<file path="config.mk">
export PLATFORM = sky130hd
export DESIGN_NAME = gray_counter
export DESIGN_NICKNAME = d
export VERILOG_FILES = /design/src/rtl/gray_cnt_pkg.sv /design/src/rtl/gray_next.sv /design/src/rtl/gray_state.sv /design/src/rtl/gray_counter.sv
export SDC_FILE = /design/constraint.sdc
export NUM_CORES = 1
export LEC_CHECK = 0
export ABC_AREA = 0
export BUFFER_PORTS_ARGS = -buffer_cell sky130_fd_sc_hd__clkbuf_2
export CAP_MARGIN = 15
export CORE_AREA = 2 2 39 41
export DETAILED_ROUTE_END_ITERATION = 16
export DIE_AREA = 0 0 41 43
export HOLD_SLACK_MARGIN = 0.05
export REMOVE_ABC_BUFFERS = 1
export SETUP_SLACK_MARGIN = 0.5
export SLEW_MARGIN = 20
export SYNTH_ARGS = -nofsm -noshare
export SYNTH_HDL_FRONTEND = slang
export SYNTH_SLANG_ARGS = --single-unit
export TNS_END_PERCENT = 5
</file>
<file path="constraint.sdc">
create_clock -name clk_i -period 2.6 [get_ports clk_i]
set_clock_uncertainty 0.2 [all_clocks]
set_input_delay 0.52 -clock clk_i [delete_from_list [all_inputs] [get_ports clk_i]]
set_output_delay 0.52 -clock clk_i [all_outputs]
set_load 0.1 [all_outputs]
</file>
<file path="src/rtl/gray_cnt_pkg.sv">
package gray_cnt_pkg;
  typedef enum logic {
    NEXT_CONVERT = 1'b0,
    NEXT_DIRECT  = 1'b1
  } next_style_e;
endpackage

</file>
<file path="src/rtl/gray_next.sv">
module gray_next
  import gray_cnt_pkg::*;
#(
  parameter int unsigned WIDTH      = 4,
  parameter next_style_e NEXT_STYLE = NEXT_DIRECT
) (
  input  logic [WIDTH-1:0] cur_i,
  output logic [WIDTH-1:0] nxt_o
);
  localparam logic [WIDTH-1:0] ONE = {{(WIDTH-1){1'b0}}, 1'b1};

  generate
    if (NEXT_STYLE == NEXT_CONVERT) begin : g_convert
      logic [WIDTH-1:0] bin, inc;
      always_comb begin
        bin[WIDTH-1] = cur_i[WIDTH-1];
        for (int i = WIDTH-2; i >= 0; i--) bin[i] = bin[i+1] ^ cur_i[i];
        inc   = bin + ONE;
        nxt_o = inc ^ (inc >> 1);
      end
    end else begin : g_direct
      // even parity: flip bit 0; odd: flip bit above lowest one (MSB at top code)
      logic             par;
      logic [WIDTH-1:0] low, flip;
      always_comb begin
        par  = ^cur_i;
        low  = cur_i & (~cur_i + ONE);
        if (!par)            flip = ONE;
        else if (low[WIDTH-1]) flip = low;
        else                 flip = low << 1;
        nxt_o = cur_i ^ flip;
      end
    end
  endgenerate
endmodule

</file>
<file path="src/rtl/gray_state.sv">
module gray_state #(
  parameter int unsigned WIDTH = 4
) (
  input  logic             clk_i,
  input  logic             rst_ni,
  input  logic             en_i,
  input  logic             load_i,
  input  logic [WIDTH-1:0] load_data_i,
  input  logic [WIDTH-1:0] inc_i,
  output logic [WIDTH-1:0] q_o
);
  always_ff @(posedge clk_i or negedge rst_ni) begin
    if (!rst_ni)     q_o <= '0;
    else if (load_i) q_o <= load_data_i;
    else if (en_i)   q_o <= inc_i;
  end
endmodule

</file>
<file path="src/rtl/gray_counter.sv">
module gray_counter
  import gray_cnt_pkg::*;
#(
  parameter int unsigned WIDTH      = 4,
  parameter next_style_e NEXT_STYLE = NEXT_DIRECT
) (
  input  logic             clk_i,
  input  logic             rst_ni,
  input  logic             en_i,
  input  logic             load_i,
  input  logic [WIDTH-1:0] load_data_i,
  output logic [WIDTH-1:0] count_o
);
  localparam logic [WIDTH-1:0] TOP_CODE = {1'b1, {(WIDTH-1){1'b0}}};

  logic [WIDTH-1:0] inc;

  gray_next #(.WIDTH(WIDTH), .NEXT_STYLE(NEXT_STYLE)) u_next (
    .cur_i(count_o),
    .nxt_o(inc)
  );

  gray_state #(.WIDTH(WIDTH)) u_state (
    .clk_i      (clk_i),
    .rst_ni     (rst_ni),
    .en_i       (en_i),
    .load_i     (load_i),
    .load_data_i(load_data_i),
    .inc_i      (inc),
    .q_o        (count_o)
  );

  AST_ONE_BIT_STEP: assert property (@(posedge clk_i) disable iff (!rst_ni)
    (en_i && !load_i) |=> ($countones(count_o ^ $past(count_o)) == 1));
  AST_HOLD: assert property (@(posedge clk_i) disable iff (!rst_ni)
    (!en_i && !load_i) |=> $stable(count_o));
  AST_LOAD: assert property (@(posedge clk_i) disable iff (!rst_ni)
    load_i |=> (count_o == $past(load_data_i)));
  AST_WRAP: assert property (@(posedge clk_i) disable iff (!rst_ni)
    (en_i && !load_i && count_o == TOP_CODE) |=> (count_o == '0));
endmodule

</file>
# [Word-level counts from Yosys, hierarchy flattened]
# Cells that the tools add are included.
# Widths: inputs -> output; s select.
[word_totals] input_bits=8 regBits=4 out_inout_bits=4
[classes] n_addsub=1 muxes=4 reduce_logical=2 n_bitwise=3
[ops] op="$mux 4" count=4
[ops] op="$add 4x1->4 const B" count=1
[ops] op="$and 4x4->4" count=1
[ops] op="$not 4->4" count=1
[ops] op="$reduce_xor 4->1" count=1
[ops] op="$xor 4x4->4" count=1
[ops] op="$reduce_bool 2->1" count=1

# [Depth between registers and ports, before layout]
[depth] ltp_word=8 depth_mapped=6 depth_no_buf=6

# [Modules after synthesis]
# Synthesis repeated with hierarchy kept, for this count alone.
[unflattened] hier_cells=38 hier_area_um2=350.3
[modules_own_cells] module="gray_state" area_each_um2=186.4 instances=1 seq_area_each_um2=100.1 cells_each=17
[modules_own_cells] module="gray_next" area_each_um2=163.9 instances=1 seq_area_each_um2=0.0 cells_each=21

# [Worst setup path before layout]
# Ideal clock, no wire load.
[synth_timing] kind="register to register" start="register u_state.q_o[0]" end="register u_state.q_o[3]" period_less_slack_ns=2.698 slack_ns=-0.098 n_path_buf=0 stages_incl_launch_ff=7 arrival_ns=2.373 path_cell_list="dfrtp_1 > inv_1 > ha_1 > or3_1 > a21oi_1 > o22ai_1 > mux2_2"
[synth_between] elab_chain_cells=8
[synth_rtl] item="start: declaration" line_no="gray_state.sv:10" source="output logic [WIDTH-1:0] q_o"
[synth_rtl] item="start signal: assignment" line_no="gray_state.sv:14" source="else if (load_i) q_o <= load_data_i;"
[synth_rtl] item="start signal: assignment" line_no="gray_state.sv:15" source="else if (en_i) q_o <= inc_i;"
[synth_rtl] item="$not 4->4" line_no="gray_next.sv:27" source="low = cur_i & (~cur_i + ONE);"
[synth_rtl] item="$add 4x1->4" line_no="gray_next.sv:27"
[synth_rtl] item="$and 4x4->4" line_no="gray_next.sv:27"
[synth_rtl] item="$mux 4" line_no="gray_next.sv:29" source="else if (low[WIDTH-1]) flip = low;"
[synth_rtl] item="$mux 4 *" line_no="gray_next.sv:28" source="if (!par) flip = ONE;"
[synth_rtl] item="$xor 4x4->4 *" line_no="gray_next.sv:31" source="nxt_o = cur_i ^ flip;"
[synth_rtl] item="$mux 4 *" line_no="gray_state.sv:15"
[synth_rtl] item="$mux 4 *" line_no="gray_state.sv:14"
# Mark *: on every way between the ends. The rest lies on a longest branch, timed or not. The select of a mux whose other input is x is not followed.
# A chain may end at the register's enable or synchronous reset.

# [Worst setup path after layout]
[layout_timing] start="register u_state.q_o[1]" end="register u_state.q_o[3]"
# Same word-level chain as after synthesis.

==> flow_summary.json <==
{
  "rrSetupSlack_ns": 0.61,
  "outcome": "completed",
  "cpMaxStageDelayCell": "dfrtp_2",
  "min_path_type": "in -> reg",
  "top_register": "u_state.q_o",
  "worstRegToRegCells": 6,
  "synth_seq_area_share_pct": 28.7,
  "hold_depth": 3,
  "syn_area_um2": 349,
  "io_pins": 12,
  "ys_types": 23,
  "vias": 331,
  "fmax_mhz": 503,
  "vdd_drop_max_mv": 0.601,
  "dieArea_um2": 1760,
  "nNetsFinal": 64,
  "max_stage_delay_ns": 0.41,
  "relSlewSlack_pct": 63.8,
  "worstPathCellList": "inv_1 > ha_1 > or3_1 > a21oi_1 > o22ai_1 > mux2_2",
  "synth_area_per_cell_um2": 8.95,
  "setup_tns_ns": 0,
  "crit_path_end_kind": "flop",
  "clock_path_buffers": 2,
  "setup_viol": 0,
  "drc": 0,
  "antenna_found_initial": 0,
  "netlist_instances": 39,
  "htree_levels": 1,
  "clock_latency_ns": 0.23,
  "initial_core_util_pct": 25.2,
  "final-max-slew-violation-count": 0,
  "grt_overflow": 0,
  "n_antenna_cell": 0,
  "yosys.area.top_type": "dfrtp_1",
  "clk_pin_slew_ns": 0.03,
  "cts_setup_buffers": 0,
  "path_max_fanout": 6,
  "cts_root_buf": "clkbuf_4",
  "numCtsBuffers": 3,
  "final_common_cell": "clkbuf_2",
  "crit_buf_inv": 1,
  "grt_pass1_vias": 290,
  "power_density_nw_per_um2": 1120,
  "power_mw": 0.500,
  "whs_ns": 0.306,
  "die_w_um": 41,
  "worstPathArrival_ns": 1.89,
  "drt.antenna.violating_nets": 0,
  "critPathKind": "reg -> reg",
  "fin_ws_ns": 0.613,
  "min_from": "load_data_i[0]",
  "start_kind": "flop",
  "regToRegEndpoint": "u_state.q_o[3]",
  "dr.first_iter.drc_count": 8,
  "critPathTopFamily": "flip-flops",
  "finalCritPeriodShare_pct": 76.4,
  "top_regs": "u_state.q_o (4)",
  "grt_max_degree": 10,
  "worst_pin_slew_ns": 0.546,
  "period_needed_ns": 1.99,
  "fin_util_pct": 32.2,
  "syn_to_final_growth_pct": 27.6,
  "timing.rr.start": "u_state.q_o[1]",
  "drive_above_1_share_pct": 38.5,
  "drtPass1Iterations": 4,
  "hold_end": "u_state.q_o[0]",
  "worstPathRequired_ns": 2.51,
  "final_cell_mix": "clkbuf_2 (11), o21ai_0 (4)",
  "portBuffers": 11,
  "hold_viol": 0,
  "grt_setup_unrepaired": "no",
  "core_um2": 1380,
  "gp_congestion": 0.825,
  "vias_per_cell": 4.87,
  "wl_per_cell_um": 10.7,
  "dp_hpwl_um": 590,
  "clock_sinks": 4,
  "ys_warn_count": 0,
  "grt_use_total_pct": 10.6,
  "wirelength_um": 729,
  "synthTopCellsByArea": "dfrtp_1 (29%), ha_1 (7.2%), xor3_2 (7.2%), o21ai_0 (5.7%), xnor2_1 (5.0%)",
  "largest_reg_flops": 4,
  "cap_viol_max_count": 0,
  "die_h_um": 43,
  "cts_tree": "done",
  "num_rows": 14,
  "post-place-ws_ns": 0.587,
  "grt_pass1_wl_um": 1210,
  "ys_ff_latch": 4,
  "synth_top_cell_area_share_pct": 28.7,
  "p_leak_nw": 0.202
}
==> cell usage after synthesis <==
cell type / n
o22ai_1: 1
a41oi_2: 1
o21ai_1: 1
a21oi_1: 2
nand3b_1: 2
buf_6: 1
ha_1: 2
o211ai_1: 1
dfrtp_1: 4
or3_1: 1
inv_1: 3
a31oi_1: 2
nand3_1: 2
xor3_2: 1
nand2_1: 3
nor2b_2: 1
nand4_1: 1
clkbuf_1: 1
xnor2_1: 2
clkbuf_2: 1
o21ai_0: 4
nor2_1: 1
mux2_2: 1
==> power by group <==
group          switching [mW]  internal [mW]  total (mW)
clock network          0.0213         0.0513      0.0727
logic                   0.221          0.106       0.327
registers              0.0220         0.0785       0.100
==> worst register-to-register path: cells and delay by family (launching register included) <==
family	cells	cell delay, ns
AO/OA/AOI/OAI	2	0.23
adder cells (fa/ha/maj)	1	0.36
buffers and inverters	1	0.08
flip-flops	1	0.41
multiplexers	1	0.26
AND/OR/NAND/NOR	1	0.34
==> kinds of logic (layout without fill, tap and decap cells) <==
kind of cell / after synthesis / in the layout / synth area share [%]
and+or+nand+nor: 11 / 11 / 17.6
muxes: 1 / 1 / 3.23
DFF: 4 / 4 / 28.7
buffers and inverters: 6 / 19 / 8.96
adders and majority gates: 2 / 2 / 7.17
AOI/OAI and AO/OA: 12 / 12 / 22.2
xor gates and xnor gates: 3 / 3 / 12.2
==> how the worst max path moves through the flow <==
stage,cells after the start,startpoint,slack (ns),endpoint
floorplan,6,u_state.q_o[0],-0.10,u_state.q_o[3]
global placement,6,u_state.q_o[1],0.63,u_state.q_o[3]
detailed placement,6,u_state.q_o[1],0.59,u_state.q_o[3]
CTS,6,u_state.q_o[1],0.58,u_state.q_o[3]
global route,6,u_state.q_o[1],0.55,u_state.q_o[1]
finish,6,u_state.q_o[1],0.61,u_state.q_o[3]
==> area by class of cell <==
| class | count | area, um^2 |
|---|---|---|
| sequential | 4 | 101 |
| inverter | 3 | 11.3 |
| multi-input combinational | 29 | 218 |
| tap | 16 | 20.0 |
| clock buffer | 3 | 22.5 |
| timing repair buffer | 13 | 72.6 |
| fill | 136 | 938 |
==> per-layer routing <==
| layer | vias to the layer above | routed length (um) | GRT usage (%) | part of all wire (%) |
|---|---|---|---|---|
| met4 | 0 | 17 | 10.0 | 2.3 |
| met5 | - | 0 | 0 | 0 |
| li1 | 167 | - | - | - |
| met1 | 142 | 361 | 15.0 | 50 |
| met2 | 20 | 307 | 11.9 | 42 |
| met3 | 2 | 43 | 3.14 | 5.9 |
==> through the flow <==
step,cells,area (um^2)
CTS,68,444
global route,68,445
global placement,64,412
detailed placement,64,412
finish,68,445
floorplan,36,329
==> repair_timing <==
action / CTS / global route
endpoints found under the hold margin: 4 / 0
hold buffers: 1 / 0
gates resized for setup: 0 / 1
endpoints found under the setup margin: 0 / 2
Power figures use the tool's default switching activity.
